**config.mk**
```make
export PLATFORM = sky130hd
export DESIGN_NAME = dram_addr_seq
export DESIGN_NICKNAME = d
export VERILOG_FILES = /design/src/rtl/dram_seq_pkg.sv /design/src/rtl/dram_idx_clamp.sv /design/src/rtl/dram_step_next.sv /design/src/rtl/dram_flat_addr.sv /design/src/rtl/dram_addr_seq.sv
export SDC_FILE = /design/constraint.sdc
export NUM_CORES = 1
export LEC_CHECK = 0
export BUFFER_PORTS_ARGS = -buffer_cell sky130_fd_sc_hd__buf_2
export CAP_MARGIN = 30
export CORE_ASPECT_RATIO = 0.6
export CORE_UTILIZATION = 47
export DETAILED_ROUTE_END_ITERATION = 10
export PLACE_DENSITY = 0.76
export SKIP_LAST_GASP = 1
export SLEW_MARGIN = 20
export SYNTH_ARGS = -nofsm -noshare
export SYNTH_HDL_FRONTEND = slang
export SYNTH_SLANG_ARGS = --single-unit
```
**constraint.sdc**
```tcl
create_clock -name clk -period 2.4 [get_ports clk]
set_clock_uncertainty 0.2 [all_clocks]
set_input_delay 0.24 -clock clk [delete_from_list [all_inputs] [get_ports clk]]
set_output_delay 0.24 -clock clk [all_outputs]
set_load 0.03 [all_outputs]
```
**src/rtl/dram_seq_pkg.sv**
```systemverilog
package dram_seq_pkg;
  typedef enum logic {
    STEP_COL  = 1'b0,
    STEP_BANK = 1'b1
  } step_mode_e;
endpackage

```
**src/rtl/dram_idx_clamp.sv**
```systemverilog
module dram_idx_clamp #(
  parameter int W     = 3,
  parameter int LIMIT = 5
) (
  input  logic [W-1:0] raw_i,
  output logic [W-1:0] idx_o
);
  localparam logic [W:0] LIM = (W+1)'(LIMIT);

  always_comb begin
    if ({1'b0, raw_i} < LIM) idx_o = raw_i;
    else                     idx_o = '0;
  end
endmodule

```
**src/rtl/dram_step_next.sv**
```systemverilog
module dram_step_next
  import dram_seq_pkg::*;
#(
  parameter int NUM_BANKS = 5,
  parameter int NUM_COLS  = 101,
  parameter int BANK_W    = 3,
  parameter int COL_W     = 7
) (
  input  step_mode_e        mode_i,
  input  logic [BANK_W-1:0] bank_i,
  input  logic [COL_W-1:0]  col_i,
  output logic [BANK_W-1:0] bank_o,
  output logic [COL_W-1:0]  col_o
);
  localparam logic [BANK_W-1:0] LAST_BANK = BANK_W'(NUM_BANKS - 1);
  localparam logic [COL_W-1:0]  LAST_COL  = COL_W'(NUM_COLS - 1);

  logic bank_end, col_end;
  logic [BANK_W-1:0] bank_inc;
  logic [COL_W-1:0]  col_inc;

  assign bank_end = (bank_i == LAST_BANK);
  assign col_end  = (col_i == LAST_COL);
  assign bank_inc = bank_end ? '0 : bank_i + 1'b1;
  assign col_inc  = col_end  ? '0 : col_i + 1'b1;

  always_comb begin
    bank_o = bank_i;
    col_o  = col_i;
    if (mode_i == STEP_COL) begin
      col_o = col_inc;
      if (col_end) bank_o = bank_inc;
    end else begin
      bank_o = bank_inc;
      if (bank_end) col_o = col_inc;
    end
  end
endmodule

```
**src/rtl/dram_flat_addr.sv**
```systemverilog
module dram_flat_addr #(
  parameter int NUM_COLS = 101,
  parameter int BANK_W   = 3,
  parameter int COL_W    = 7,
  parameter int ADDR_W   = 9
) (
  input  logic [BANK_W-1:0] bank_i,
  input  logic [COL_W-1:0]  col_i,
  output logic [ADDR_W-1:0] flat_o
);
  localparam logic [ADDR_W-1:0] STRIDE = ADDR_W'(NUM_COLS);

  assign flat_o = ADDR_W'(bank_i) * STRIDE + ADDR_W'(col_i);
endmodule

```
**src/rtl/dram_addr_seq.sv**
```systemverilog
module dram_addr_seq
  import dram_seq_pkg::*;
#(
  parameter  int NUM_BANKS = 5,
  parameter  int NUM_COLS  = 101,
  localparam int BANK_W    = $clog2(NUM_BANKS),
  localparam int COL_W     = $clog2(NUM_COLS),
  localparam int ADDR_W    = $clog2(NUM_BANKS * NUM_COLS)
) (
  input  logic              clk,
  input  logic              rst,
  input  logic              mode_ld,
  input  logic              mode_in,
  input  logic              bank_ld,
  input  logic [BANK_W-1:0] bank_in,
  input  logic              col_ld,
  input  logic [COL_W-1:0]  col_in,
  input  logic              wr_stb,
  output logic [BANK_W-1:0] bank_o,
  output logic [COL_W-1:0]  col_o,
  output logic [ADDR_W-1:0] flat_o
);
  step_mode_e        mode_q;
  logic [BANK_W-1:0] bank_q, bank_ld_v, bank_step;
  logic [COL_W-1:0]  col_q, col_ld_v, col_step;
  logic              any_ld;

  dram_idx_clamp #(.W(BANK_W), .LIMIT(NUM_BANKS)) u_bank_clamp (
    .raw_i(bank_in), .idx_o(bank_ld_v)
  );
  dram_idx_clamp #(.W(COL_W), .LIMIT(NUM_COLS)) u_col_clamp (
    .raw_i(col_in), .idx_o(col_ld_v)
  );

  dram_step_next #(
    .NUM_BANKS(NUM_BANKS), .NUM_COLS(NUM_COLS), .BANK_W(BANK_W), .COL_W(COL_W)
  ) u_step (
    .mode_i(mode_q), .bank_i(bank_q), .col_i(col_q),
    .bank_o(bank_step), .col_o(col_step)
  );

  dram_flat_addr #(
    .NUM_COLS(NUM_COLS), .BANK_W(BANK_W), .COL_W(COL_W), .ADDR_W(ADDR_W)
  ) u_flat (
    .bank_i(bank_q), .col_i(col_q), .flat_o(flat_o)
  );

  assign any_ld = bank_ld | col_ld;

  always_ff @(posedge clk) begin
    if (rst) begin
      bank_q <= '0;
      col_q  <= '0;
      mode_q <= STEP_COL;
    end else begin
      if (mode_ld) mode_q <= step_mode_e'(mode_in);
      if (any_ld) begin
        if (bank_ld) bank_q <= bank_ld_v;
        if (col_ld)  col_q  <= col_ld_v;
      end else if (wr_stb) begin
        bank_q <= bank_step;
        col_q  <= col_step;
      end
    end
  end

  assign bank_o = bank_q;
  assign col_o  = col_q;
endmodule

```
==> results.cfg <==
[die]
io_pins = 36
start_util_pct = 50.5
coreArea_sq_mm = 0.00256
die_x_microns = 69.7
row_count = 14
die_y_microns = 42.6
dieArea_sq_mm = 0.00297

[global_route]
grt_max_degree = 12
globalRouteOverflowTotal = 0
grt_antenna_before_repair = 0
grt_pass1_wl_microns = 6640
grt_usage_pct = 28.9
grt_pass1_vias = 1415

[cts]
clockRootBuffer = clkbuf_8
numCtsBuffers = 3
clock_latency_ps = 250
htree_levels = 1
cts_sinks = 11
cts_tree = done
clock_path_buffers = 2
clkSlewWorstSetupHoldPaths_ps = 50
hold_buffers = 0

[run_status]
violations = setup timing
outcome = complete, but fails checks

[timing]
period_needed_ps = 3020
hold_violations = 0
worstMarginPinSlew_ps = 405
setup_viol = 6
fin_crit_sh_pct = 126
finalMaxSlewViolations = 0
clock.fmax_mhz = 331
worst_slack_ps = -622
relSlewSlack_pct = 72.6
rsz0062_at_grt = yes

[cells_and_area]
drive_gt1_share_pct = 45.3
fin_nets = 254
multi_input_area_sq_mm = 0.00111
fillers = 159
insertedDiodeCount = 0
layout.cells.non_filler = 246
seq_area_sq_um = 234
area_growth_pct = 50.0

[logic_synthesis]
seq_area_frac_synth_pct = 17.1
synth_top_area_share_pct = 19.4
synth-edff-count = 0
ys.flop_type = dfxtp_1
async_reset_ff_share_pct = 0
netlist.top_cell.by_area = ha_1
synth_area_leaders = ha_1 (19%), dfxtp_1 (17%), inv_1 (4.7%)
yosysWarnings = 0
synth_cell_type_count = 49
netlist_area_sq_mm = 0.00129
synth_cells = 151
ys_ff_latch = 11
synth_fp_nets = 190
avgSynthCellArea_sq_um = 8.55

[route]
drc = 0
vias_per_cell = 6.11
ant_nets = 0
drt_iter0_drc = 91
first_pass_iters = 4
avgRoutedWirePerCell_microns = 18.0
wl_microns = 4440
dr_total_vias = 1502

[power]
p_total_mw = 0.952
powerDensity_mw_per_mm2 = 492
vdd_drop_max_mv = 0.357
p_leak_nw = 0.908

[min_path]
min_path_type = input port to flop

[critical_path]
critPathMaxStageDelay_ps = 510
path_cells = ha_4 -> inv_2 -> fa_1 -> inv_2 -> ha_4 -> a21o_1 -> a21oi_2 -> or4b_4 -> o2111ai_4 -> buf_6
worstPathRequired_ps = 1960
crit_type = flop to output pin
slowest_stage = or4b_4
start_kind = flop
endpoint_kind = output pin
cp.arrival_ps = 2580
critPathMaxFanout = 2

[run]
cap_violations = 0

[placed_design]
dp_hpwl_microns = 3210
port_buffers = 35
gp_congestion = 0.890
dp_cells = 238
[stage by stage]
step	area, sq um	util (%)	TNS, ps	setup WS [ps]	hold WS, ps
6_report	1940	75.7	-2670	-622	39.8
5_1_grt	1940	75.7	-3210	-699	57.6
4_1_cts	1870	73.0	-2290	-594	49.2
3_5_place_dp	1750	68.6	-1260	-390	308
3_3_place_gp	1750	68.6	-1020	-314	273
2_1_floorplan	1380	-	-653	-272	187
[logic make-up after synthesis]
| group | share of synthesized area (%) |
|---|---|
| AO/OA/AOI/OAI | 28.9 |
| AND/OR/NAND/NOR | 19.7 |
| adder cells (fa/ha/maj) | 22.5 |
| buffers and inverters | 7.07 |
| flip-flops | 17.1 |
| XOR/XNOR | 4.07 |
| multiplexers | 0.775 |
[flip-flops by register name, summed over array words and instances, names as in the netlist]
name	count
mode_q	1
col_o	7
bank_o	3
[cells in the final DEF (no fill, tap or decap), types with 4 or more instances in the layout]
master,netlist,layout
a21oi_1,8,6
nand3_1,5,4
ha_4,0,4
buf_4,0,25
buf_6,2,8
nand2_1,8,8
buf_2,1,29
dfxtp_1,11,6
ha_1,20,15
a32oi_1,4,4
a31oi_1,5,4
nor3_1,7,7
nor2_1,9,8
inv_1,16,14
[final timing paths]
check	end	cells after the start	slack (ps)	start
setup / recovery	flat_o[7]	10	-620	bank_o[0]
hold / removal	mode_q	3	40	mode_in
setup reg to reg	col_o[5]	8	400	bank_o[0]
hold reg to reg	col_o[3]	3	440	col_o[3]
[cell usage after synthesis (2+ instances only)]
| cell | count |
|---|---|
| ha_1 | 20 |
| a32o_1 | 2 |
| a21o_1 | 2 |
| a211oi_1 | 3 |
| a31oi_1 | 5 |
| o32ai_1 | 2 |
| a32oi_1 | 4 |
| inv_1 | 16 |
| o21ai_0 | 2 |
| o311ai_1 | 2 |
| fa_1 | 2 |
| nand2_1 | 8 |
| nand2b_1 | 2 |
| o211ai_1 | 3 |
| xnor2_1 | 4 |
| o31ai_1 | 2 |
| dfxtp_1 | 11 |
| a21oi_1 | 8 |
| xor2_1 | 2 |
| nand3b_1 | 3 |
| nor2_1 | 9 |
| nand3_1 | 5 |
| buf_6 | 2 |
| nor3_1 | 7 |
[power breakdown]
group / leakage, nW / switching [mW] / internal, mW
clock network: 0.0228 / 0.0826 / 0.118
logic: 0.792 / 0.304 / 0.238
registers: 0.0933 / 0.0145 / 0.196
total: 0.908 / 0.401 / 0.551
[final cells by class]
| type | count | share of cell area [%] |
|---|---|---|
| Inverter | 16 | 3.10 |
| Timing Repair Buffer | 63 | 22.9 |
| Tap cell | 32 | 2.07 |
| Clock buffer | 4 | 2.33 |
| Sequential cell | 11 | 12.1 |
| Multi-Input combinational cell | 120 | 57.6 |
[routing by layer]
metal	global-route usage, %	part of all wire (%)
met1	36.6	43
met4	5.60	2.1
met2	49.1	46
met3	9.13	8.7
met5	0	0
[repair_timing]
action                                  4_1_cts  5_1_grt
pin swaps                                     5        9
cloned                                        0        0
buffers inserted                              2        4
resized for setup                            14       13
endpoints found under the setup margin        6        6
[worst max-delay path, delay by kind of cell, from the launching register on]
family / cells / cell delay, ps
flops: 1 / 370
buf+inv: 3 / 240
simple gates: 1 / 510
fa+ha+maj: 3 / 890
compound gates: 3 / 320
(Power assumes the default switching activity.)
